**src/rtl/wbr_pkg.sv**
```systemverilog
package wbr_pkg;

    localparam int CODE_W  = 4;
    localparam int PAT_MAX = 8;
    localparam int POS_W   = $clog2(PAT_MAX);
    localparam int TOP_CODE = 8;

    typedef logic [CODE_W-1:0] rate_code_t;

    // mask bit i set: position i is a data slot; last: final position index
    typedef struct packed {
        logic [PAT_MAX-1:0] mask;
        logic [POS_W-1:0]   last;
    } pat_t;

    typedef enum logic {ST_IDLE = 1'b0, ST_RUN = 1'b1} run_st_e;

    function automatic logic code_reserved(rate_code_t c);
        return c > rate_code_t'(TOP_CODE);
    endfunction

    function automatic pat_t pat_lookup(rate_code_t c);
        pat_t p;
        case (c)
            4'd1:    p = '{mask: 8'b0000_0011, last: 3'd2};
            4'd2:    p = '{mask: 8'b0000_0011, last: 3'd3};
            4'd3:    p = '{mask: 8'b0000_0101, last: 3'd3};
            4'd4:    p = '{mask: 8'b0000_0011, last: 3'd4};
            4'd5:    p = '{mask: 8'b0000_0011, last: 3'd5};
            4'd6:    p = '{mask: 8'b0000_1001, last: 3'd5};
            4'd7:    p = '{mask: 8'b0000_0011, last: 3'd7};
            4'd8:    p = '{mask: 8'b0001_0001, last: 3'd7};
            default: p = '{mask: 8'b0000_0001, last: 3'd0};
        endcase
        return p;
    endfunction

endpackage

```
**src/rtl/wbr_rate_latch.sv**
```systemverilog
module wbr_rate_latch
    import wbr_pkg::*;
(
    input  logic       clk,
    input  logic       rst,
    input  logic       load,
    input  rate_code_t code,
    output pat_t       pat,
    output logic       err
);
    always_ff @(posedge clk) begin
        if (rst) begin
            pat <= pat_lookup('0);
            err <= 1'b0;
        end else if (load) begin
            pat <= pat_lookup(code_reserved(code) ? rate_code_t'(0) : code);
            err <= code_reserved(code);
        end
    end
endmodule

```
**src/rtl/wbr_slot_walker.sv**
```systemverilog
module wbr_slot_walker
    import wbr_pkg::*;
(
    input  logic clk,
    input  logic rst,
    input  logic restart,
    input  logic run,
    input  logic fire,
    input  pat_t pat,
    output logic slot_data
);
    logic [POS_W-1:0] pos;
    logic             advance;

    assign slot_data = pat.mask[pos];
    assign advance   = run && (!slot_data || fire);

    always_ff @(posedge clk) begin
        if (rst || restart) begin
            pos <= '0;
        end else if (advance) begin
            pos <= (pos == pat.last) ? '0 : pos + 1'b1;
        end
    end
endmodule

```
**src/rtl/wbr_word_count.sv**
```systemverilog
module wbr_word_count #(
    parameter int WORDS = 4
) (
    input  logic clk,
    input  logic rst,
    input  logic clear,
    input  logic fire,
    output logic last_word
);
    localparam int CNT_W = $clog2(WORDS + 1);

    logic [CNT_W-1:0] cnt;

    assign last_word = (cnt == CNT_W'(WORDS - 1));

    always_ff @(posedge clk) begin
        if (rst || clear) begin
            cnt <= '0;
        end else if (fire) begin
            cnt <= cnt + 1'b1;
        end
    end
endmodule

```
**src/rtl/wbr_seq.sv**
```systemverilog
module wbr_seq
    import wbr_pkg::*;
#(
    parameter int DATA_W = 64,
    parameter int WORDS  = 4
) (
    input  logic              clk,
    input  logic              rst,
    input  logic [3:0]        rate_code,
    input  logic              start,
    input  logic              src_valid,
    output logic              src_ready,
    input  logic [DATA_W-1:0] src_data,
    output logic              wr_valid,
    output logic [DATA_W-1:0] wr_data,
    output logic              done,
    output logic              rate_err
);
    run_st_e st;
    logic    busy;
    logic    accept;
    logic    fire;
    logic    slot_data;
    logic    last_word;
    pat_t    pat;

    assign busy      = (st == ST_RUN);
    assign accept    = start && !busy;
    assign src_ready = busy && slot_data;
    assign fire      = src_ready && src_valid;

    wbr_rate_latch u_latch (
        .clk  (clk),
        .rst  (rst),
        .load (accept),
        .code (rate_code),
        .pat  (pat),
        .err  (rate_err)
    );

    wbr_slot_walker u_walk (
        .clk       (clk),
        .rst       (rst),
        .restart   (accept),
        .run       (busy),
        .fire      (fire),
        .pat       (pat),
        .slot_data (slot_data)
    );

    wbr_word_count #(.WORDS(WORDS)) u_cnt (
        .clk       (clk),
        .rst       (rst),
        .clear     (accept),
        .fire      (fire),
        .last_word (last_word)
    );

    always_ff @(posedge clk) begin
        if (rst) begin
            st <= ST_IDLE;
        end else if (accept) begin
            st <= ST_RUN;
        end else if (fire && last_word) begin
            st <= ST_IDLE;
        end
    end

    always_ff @(posedge clk) begin
        if (rst) begin
            wr_valid <= 1'b0;
            wr_data  <= '0;
            done     <= 1'b0;
        end else begin
            wr_valid <= fire;
            done     <= fire && last_word;
            if (fire) begin
                wr_data <= src_data;
            end
        end
    end
endmodule

```
**config.mk**
```make
export PLATFORM = sky130hd
export DESIGN_NAME = wbr_seq
export DESIGN_NICKNAME = d
export VERILOG_FILES = /design/src/rtl/wbr_pkg.sv /design/src/rtl/wbr_rate_latch.sv /design/src/rtl/wbr_slot_walker.sv /design/src/rtl/wbr_word_count.sv /design/src/rtl/wbr_seq.sv
export SDC_FILE = /design/constraint.sdc
export NUM_CORES = 1
export LEC_CHECK = 0
export BUFFER_PORTS_ARGS = -buffer_cell sky130_fd_sc_hd__buf_2
export CAP_MARGIN = 15
export CORE_MARGIN = 3
export CORE_UTILIZATION = 30
export CTS_CLUSTER_SIZE = 30
export DETAILED_ROUTE_END_ITERATION = 8
export GPL_ROUTABILITY_DRIVEN = 0
export HOLD_SLACK_MARGIN = 0.02
export PLACE_DENSITY = 0.59
export RECOVER_POWER = 100
export SYNTH_ARGS = -nofsm -noshare
export SYNTH_HDL_FRONTEND = slang
export SYNTH_SLANG_ARGS = --single-unit
```
**constraint.sdc**
```tcl
create_clock -name clk -period 2.03 [get_ports clk]
set_clock_uncertainty 0.2 [all_clocks]
set_input_delay 0.1015 -clock clk [delete_from_list [all_inputs] [get_ports clk]]
set_output_delay 0.1015 -clock clk [all_outputs]
set_load 0.05 [all_outputs]
```
* After elaboration in Yosys (flattened, before gate mapping)
Memory sizes are Yosys's and may differ from the RTL's. A register that Yosys moved wholly into a read port is not among the register bits. Cells that the tools add are included.
Storage, ports and cells: memories kept 1, register bits after elaboration 82, ROM bits 112, memory bits (writable) 0, latch bits 0, word-level logic and storage cells 31, output and inout port bits 68
Memory list:
- (no name shown) | depth 16, bits a word 7, read ports 1, clocked after Yosys merged registers in 1, write ports 0, line wbr_pkg.sv:24 | case (c)
Operators by class: add/subtract/negate cells 2, mux-type cells 6, $mul 0, $lt $le $gt $ge 2, equal/unequal tests 2, shift operators 0, bitwise gates (word level) 0, reductions and logical operators 10, divide/modulo/power cells 0
Operators by type and width (count):
- $add A3 B1 Y3 const B | 2
- $logic_and A1 B1 Y1 | 5
- $gt A4 B4 Y1 const B | 1
- $lt A3 B4 Y1 const B | 1
- $mux W4 | 1
- $bmux W1 S3 | 1
- $eq A3 B2 Y1 const B | 1
- $eq A3 B3 Y1 | 1
- $mux W1 | 3
- $mux W3 | 1
- $logic_not A1 Y1 | 2
- $logic_or A1 B1 Y1 | 2
- $reduce_bool A2 Y1 | 1

* Longest topological paths before layout
Gate-level depths: netlist of run 1.
word-level depth 7, depth in mapped cells 8, depth with buffers taken out 6

* By module
Synthesis of run 1 repeated with hierarchy kept, for this count alone.
Second synthesis, totals: cell total of the unflattened synthesis 376, area total of the unflattened synthesis 3877.5 µm²
Modules (own cells, without submodules):
- wbr_seq | seq. area each 1341.3 µm², times used 1, cells an instance 288, area an instance 3019.1 µm²
- wbr_rate_latch | seq. area each 160.2 µm², times used 1, cells an instance 48, area an instance 426.7 µm²
- wbr_slot_walker | seq. area each 60.1 µm², times used 1, cells an instance 28, area an instance 285.3 µm²
- wbr_word_count | seq. area each 60.1 µm², times used 1, cells an instance 12, area an instance 146.4 µm²

* Worst setup path before layout of run 1
No wires, ideal clock.
path kind register -> output, start point reg u_walk.pos[0], end point out src_ready, stages on the path, launching flop included 5, path slack 0.185 ns, arrival 1.543 ns, buffers on the path 0, cells stage by stage dfxtp_1 > or3b_1 > o31ai_2 > nor2_1 > nor2_1
Between the ends: cells in the longest elaborated chain, start to end 3
Ends and longest elaborated chain:
- start, declared | line wbr_slot_walker.sv:12 | logic [POS_W-1:0] pos;
- start signal, assigned | line wbr_slot_walker.sv:22 | pos <= (pos == pat.last) ? '0 : pos + 1'b1;
- $bmux W1 S3 | line wbr_slot_walker.sv:15 | assign slot_data = pat.mask[pos];
- $mux W1 (implied by the code) | line wbr_slot_walker.sv:15
- $logic_and A1 B1 Y1 | line wbr_seq.sv:29 | assign src_ready = busy && slot_data;
- end, declared | line wbr_seq.sv:12 | output logic src_ready,
Every way passes these cells. The select of a mux whose other input is x is not followed.

* Worst setup path after layout of run 1
start point in rate_code[3], end point reg, netlist name u_latch.pat[4]
Between the ends: cells in the longest elaborated chain, start to end 2
Ends and longest elaborated chain:
- start, declared | line wbr_seq.sv:9 | input logic [3:0] rate_code,
- $gt A4 B4 Y1 | line wbr_pkg.sv:19 | return c > rate_code_t'(TOP_CODE);
- $mux W4 (*) | line wbr_rate_latch.sv:16 | pat <= pat_lookup(code_reserved(code) ? rate_code_t'(0) : code);
Mark *: on every way between the ends. The rest lies on a longest branch, timed or not. A chain may end at the register's enable or synchronous reset.

==> results of run 1 <==
power breakdown:
group	switching [uW]	internal [uW]	leakage [uW]	total, uW
logic	428	243	0.00112	671
clock network	581	697	0.000107	1280
registers	39.4	1660	0.000661	1700
logic make-up (layout without fill, tap and decap cells):
group | count (synthesis) | count (layout)
AO/OA/AOI/OAI | 81 | 81
flip-flops | 81 | 81
XOR/XNOR | 4 | 4
AND/OR/NAND/NOR | 183 | 183
buffers and inverters | 30 | 234
multiplexers | 3 | 3
adder cells (fa/ha/maj) | 7 | 7
synthesized netlist by cell type, drive strengths merged:
cell	count
o211a	1
nor3	8
nor2	16
dfxtp	81
a211oi	2
a21oi	71
nand2b	5
buf	15
nand3	3
nand2	141
ha	7
inv	4
nor2b	3
o31ai	1
nand3b	1
o211ai	2
nor4b	2
xor2	3
a31oi	1
or3	1
mux2i	3
and2	2
a2111oi	2
clkbuf	11
o21bai	1
xnor2	1
or3b	1
worst register-to-register path, delay by kind of cell, from the launching register on:
family / cells / cell delay [ns]
AOI/OAI and AO/OA: 3 / 0.51
and+or+nand+nor: 2 / 0.50
DFF: 1 / 0.37
buffers and inverters: 1 / 0.21
layout by cell type, fill, tap and decap left out, types with 2 or more instances in the layout:
master	instances
a2111oi_0	2
a211oi_1	2
a21oi_1	70
and2_1	2
buf_12	3
buf_2	70
buf_4	3
bufinv_16	2
clkbuf_1	68
clkbuf_8	9
dfxtp_1	79
dlygate4sd3_1	68
ha_1	7
inv_1	4
mux2i_1	3
nand2_1	141
nand2b_1	5
nand3_1	3
nor2_1	14
nor2b_1	3
nor3_1	8
nor4b_1	2
o211ai_1	2
xor2_1	3
layout make-up:
| class | count | area [um^2] |
|---|---|---|
| fill | 983 | 5180 |
| sequential | 81 | 1630 |
| timing repair buffer | 214 | 1390 |
| multi-input combinational | 278 | 1360 |
| tap | 133 | 166 |
| clock buffer | 10 | 128 |
| clock inverter | 6 | 90.1 |
| inverter | 4 | 15.0 |
state kept, by name (all words and copies together) (netlist names):
signal       cells
u_cnt.cnt        3
u_latch.pat      7
busy             1
u_latch.err      1
wr_valid         1
u_walk.pos       3
done             1
wr_data         64
repair_timing:
action | 4_1_cts | 5_1_grt
pin swaps | 0 | 2
resized for setup | 4 | 7
setup endpoints to repair | 1 | 20
hold endpoints to repair | 69 | 0
hold buffers | 68 | 0
metal layers:
metal / track usage [%] / vias to the layer above / share of wire, %
met3: 2.88 / 35 / 3.8
met5: 0 / - / 0
met2: 28.0 / 105 / 50
met1: 17.6 / 1453 / 41
met4: 10.3 / 0 / 4.6
li1: - / 1668 / -
metrics by stage:
stage | util [%] | instances | power [uW] | hold slack, ns
floorplan | - | 389 | 2130 | 0.0375
global placement | 39.5 | 642 | 2300 | 0.143
detailed placement | 39.5 | 642 | 2310 | 0.149
CTS | 48.6 | 726 | 3710 | 0.0562
global route | 48.0 | 726 | 3830 | 0.125
finish | 48.0 | 726 | 3650 | 0.0734
worst max path at each step:
| stage | startpoint | endpoint | depth (start not counted) |
|---|---|---|---|
| after detailed placement | u_walk.pos[0]$_SDFFE_PP0P_ | done$_SDFF_PP0_ | 6 |
| after CTS | u_walk.pos[0]$_SDFFE_PP0P_ | src_ready | 5 |
| final | rate_code[3] | u_latch.pat[4]$_SDFFE_PP0P_ | 8 |
| after global routing | u_walk.pos[0]$_SDFFE_PP0P_ | wr_data[46]$_SDFFE_PP0P_ | 6 |
| after floorplan | u_walk.pos[0]$_SDFFE_PP0P_ | src_ready | 4 |
| after global placement | u_walk.pos[0]$_SDFFE_PP0P_ | done$_SDFF_PP0_ | 6 |
==> impl_metrics.py, run 1 <==
metrics = {
    "worst_setup_path": {
        "slowest_stage": "dlygate4sd3_1",
        "path_cells": "dlygate4sd3_1 > buf_2 > nand2b_1 > ha_1 > nor2_1 > a2111oi_0 > a21oi_1 > nor2_1",
        "cp_max_fo": 5,
        "r2r_start": "u_walk.pos[0]$_SDFFE_PP0P_",
        "cp.buffers_inverters": 2,
        "r2r_slack_ns": 0.17,
        "cp_top_family": "buffers and inverters",
        "crit_top_cell": "nor2_1",
        "crit_path_end_kind": "register",
        "r2r_end": "wr_data[54]$_SDFFE_PP0P_",
        "rr_worst_depth": 6,
        "critPathArrivalTime_ns": 1.99,
        "required_ns": 2.10,
        "slowest_delay_ns": 0.53,
        "critPathKind": "in2reg",
        "crit_path_start_kind": "input port",
    },
    "hold_path": {
        "min_from": "rate_code[2]",
        "hold_class": "in2reg",
        "hold_end": "u_latch.err$_SDFFE_PP0P_",
        "hold_depth": 6,
    },
    "global_route": {
        "grt_start_max_net_pins": 67,
        "grt.total_usage_pct": 16.0,
        "grt_pass1_vias": 3250,
        "antenna_found_initial": 0,
        "grt-ovfl-total": 0,
        "grt_first_pass_wirelength_um": 14900,
    },
    "synth": {
        "yosys.area.top_type_share_pct": 52.1,
        "synth_top_family_by_area": "simple AND/OR/NAND/NOR gates",
        "avgSynthCellArea_um2": 8.01,
        "ys_warn_count": 0,
        "synth_compound_area_share_pct": 14.1,
        "synth-seq-cells": 81,
        "synth_area_um2": 3110,
        "synthAdderAreaFrac_pct": 2.81,
        "yosys.area_share.xor_xnor_pct": 1.12,
        "syn_inst": 389,
        "syn_nets": 468,
        "synth_top_area_cell": "dfxtp_1",
        "synthDistinctLibCells": 31,
        "synth_mux_area_share_pct": 0.964,
        "yosysSeqAreaShare_pct": 52.1,
        "synth-simple-area-share_pct": 24.0,
        "synth_area_leaders": "dfxtp_1 (52%), nand2_1 (17%), a21oi_1 (11%)",
    },
    "routing": {
        "drt_iter0_drc": 162,
        "dr.pass1.iters": 4,
        "avgViaCountPerCell": 4.49,
        "antenna_left": 0,
        "drc": 0,
        "wl_um": 9210,
        "routed-via-count": 3261,
        "wl_per_cell_um": 12.7,
    },
    "run_status": {
        "status": "finished, final reports clean",
    },
    "power": {
        "powerDensity_nw_per_um2": 763,
        "peakVddDrop_mv": 0.271,
        "power.leakage_uw": 0.00189,
    },
    "sta": {
        "worst_slew_pin_slew_ns": 0.664,
        "final.period_utilization_pct": 94.5,
        "fmax_mhz": 521,
        "finalWorstSetupSlack_ns": 0.112,
        "min_period_ns": 1.92,
        "max-slew-margin-rel_pct": 55.9,
        "rsz0062_at_grt": "no",
        "fin_tns_setup_ns": 0,
        "maxSlewViolCount": 0,
        "finalSetupViolCount": 0,
        "finalHoldViolCount": 0,
    },
    "placement": {
        "dp_hpwl_um": 5710,
        "place_ws_ns": 0.144,
        "dpl-instance-area_um2": 3930,
        "io_buffers": 139,
    },
    "clock_network": {
        "root_buffer": "clkbuf_8",
        "numCtsBuffers": 9,
        "insertion_delay_ns": 0.34,
        "htreeDepth": 3,
        "post_cts_buffers": 0,
        "clkTransAtPathRegs_ns": 0.07,
        "cts_sinks": 81,
        "ctsLongestPathBuffers": 2,
        "cts_tree": "built",
    },
    "layout": {
        "nNetsFinal": 667,
        "num_antenna_cells": 0,
        "syn_to_final_growth_pct": 53.4,
        "final_cell_area_um2": 4780,
        "layout-drive-gt1-share_pct": 17.2,
    },
    "floorplan": {
        "die_area_um2": 11600,
        "core.rowCount": 36,
        "die_y_um": 108,
        "ioPinCount": 140,
        "die_width_um": 108,
        "coreArea_um2": 9950,
        "start_util_pct": 31.3,
    },
    "run": {
        "maxCapViolCount": 0,
    },
}
Note: power is estimated with default switching activity, not from simulation.
==> run 2, diff against run 1 <==
- BUFFER_PORTS_ARGS: -buffer_cell sky130_fd_sc_hd__buf_2 -> -buffer_cell sky130_fd_sc_hd__buf_4
==> impl_metrics.py, run 2 (synthesized netlist as in run 1, its figures left out) <==
metrics = {
    "placement": {
        "io_buffers": 139,
        "dpl-instance-area_um2": 4260,
        "place_ws_ns": 0.0998,
        "dpl.cell_count": 642,
        "dp_hpwl_um": 5950,
    },
    "floorplan": {
        "die_width_um": 108,
        "die_area_um2": 11600,
        "coreArea_um2": 9950,
        "start_util_pct": 31.3,
        "core.rowCount": 36,
        "ioPinCount": 140,
        "die_y_um": 108,
    },
    "sta": {
        "max-slew-margin-rel_pct": 56.2,
        "finalWorstSetupSlack_ns": 0.0706,
        "rsz0062_at_grt": "yes",
        "min_period_ns": 1.96,
        "finalSetupViolCount": 0,
        "final.period_utilization_pct": 96.5,
        "maxSlewViolCount": 0,
        "finalHoldViolCount": 0,
        "worst_slew_pin_slew_ns": 0.660,
        "fmax_mhz": 510,
    },
    "routing": {
        "drc": 0,
        "wl_per_cell_um": 13.4,
        "antenna_left": 0,
        "wl_um": 9780,
        "avgViaCountPerCell": 4.53,
        "routed-via-count": 3308,
        "drt_iter0_drc": 144,
        "dr.pass1.iters": 4,
    },
    "global_route": {
        "antenna_found_initial": 0,
        "grt-ovfl-total": 0,
        "grt.total_usage_pct": 15.4,
        "grt_pass1_vias": 3099,
        "grt_first_pass_wirelength_um": 14500,
        "grt_start_max_net_pins": 67,
    },
    "layout": {
        "layout_common_cells": "nand2_1 (141), dfxtp_1 (81), buf_4 (77)",
        "largest_reg_flops": 64,
        "final_cells": 731,
        "fillCellCount": 1033,
        "multiInputGateArea_um2": 1360,
        "layout_commonest_cell": "nand2_1",
        "seqCellArea_um2": 1620,
        "reg.largest.list": "wr_data x64, u_latch.pat x7",
        "layout-drive-gt1-share_pct": 17.1,
        "final_cell_area_um2": 5020,
        "nNetsFinal": 671,
        "regMostFlops": "wr_data",
        "final_core_util_pct": 50.4,
        "syn_to_final_growth_pct": 61.2,
    },
    "power": {
        "powerDensity_nw_per_um2": 765,
        "peakVddDrop_mv": 0.282,
        "power.leakage_uw": 0.00198,
        "power.total_uw": 3840,
    },
    "hold_path": {
        "hold_class": "in2reg",
    },
    "worst_setup_path": {
        "crit_path_start_kind": "register",
        "required_ns": 1.73,
        "critPathKind": "reg2out",
        "crit_path_end_kind": "output pin",
        "slowest_delay_ns": 0.41,
        "cp_max_fo": 8,
        "critPathArrivalTime_ns": 1.66,
        "slowest_stage": "or3b_1",
        "path_cells": "or3b_1 > o31ai_2 > nor2_1 > nor2_2 > buf_6",
    },
    "clock_network": {
        "insertion_delay_ns": 0.34,
        "cts_tree": "built",
        "root_buffer": "clkbuf_8",
        "numCtsBuffers": 9,
        "clkTransAtPathRegs_ns": 0.08,
        "ctsLongestPathBuffers": 2,
        "cts_sinks": 81,
        "htreeDepth": 3,
    },
    "run": {
        "maxCapViolCount": 0,
    },
    "run_status": {
        "status": "finished, final reports clean",
    },
}
-- run 2: worst paths after layout --
kind / slack (ns) / end / start / cells past startpoint
worst min-delay path: 0.12 / u_latch.pat[6]$_SDFFE_PP0P_ / rate_code[2] / 4
worst max-delay path: 0.07 / src_ready / u_walk.pos[0]$_SDFFE_PP0P_ / 5
worst max register to register: 0.13 / done$_SDFF_PP0_ / u_walk.pos[0]$_SDFFE_PP0P_ / 7
worst min register to register: 0.26 / wr_data[61]$_SDFFE_PP0P_ / wr_data[61]$_SDFFE_PP0P_ / 2
-- run 2: repair_timing --
item	CTS	global route
hold buffers	69	0
setup buffers	0	1
endpoints found under the hold margin	72	0
gates resized for setup	0	8
endpoints found under the setup margin	0	62
-- run 2: power by group --
| group | leakage [uW] | switching [uW] | total (uW) | internal, uW |
|---|---|---|---|---|
| Sequential | 0.000660 | 40.6 | 1700 | 1660 |
| Combinational | 0.00121 | 440 | 729 | 289 |
| Clock | 0.000117 | 592 | 1420 | 824 |
| Total | 0.00198 | 1070 | 3840 | 2770 |
-- run 2: per-stage QoR --
step	hold WS [ns]	setup TNS (ns)
after global routing	0.114	-0.0275
after detailed placement	0.156	0
after floorplan	0.0375	0
after CTS	0.0839	0
final	0.123	0
after global placement	0.148	0
-- run 2: cell type report --
| class | instances | share of cell area (%) |
|---|---|---|
| clock buffer | 10 | 2.54 |
| clock inverter | 6 | 2.29 |
| inverter | 4 | 0.299 |
| tap | 133 | 3.31 |
| antenna | 1 | 0.0498 |
| multi-input combinational | 278 | 27.1 |
| sequential | 81 | 32.3 |
| timing repair buffer | 218 | 32.1 |
-- run 2: worst max-delay path, delay by kind of cell, from the launching register on --
| kind | cells | cell delay [ns] |
|---|---|---|
| flip-flops | 1 | 0.38 |
| buffers and inverters | 1 | 0.18 |
| AO/OA/AOI/OAI | 1 | 0.12 |
| AND/OR/NAND/NOR | 3 | 0.65 |
-- run 2: layer usage --
layer	track usage (%)	up-vias	wire length, um
met5	0	-	0
met4	6.31	0	184
met3	2.64	16	363
met2	27.4	90	5170
met1	18.2	1529	4060
li1	-	1673	-
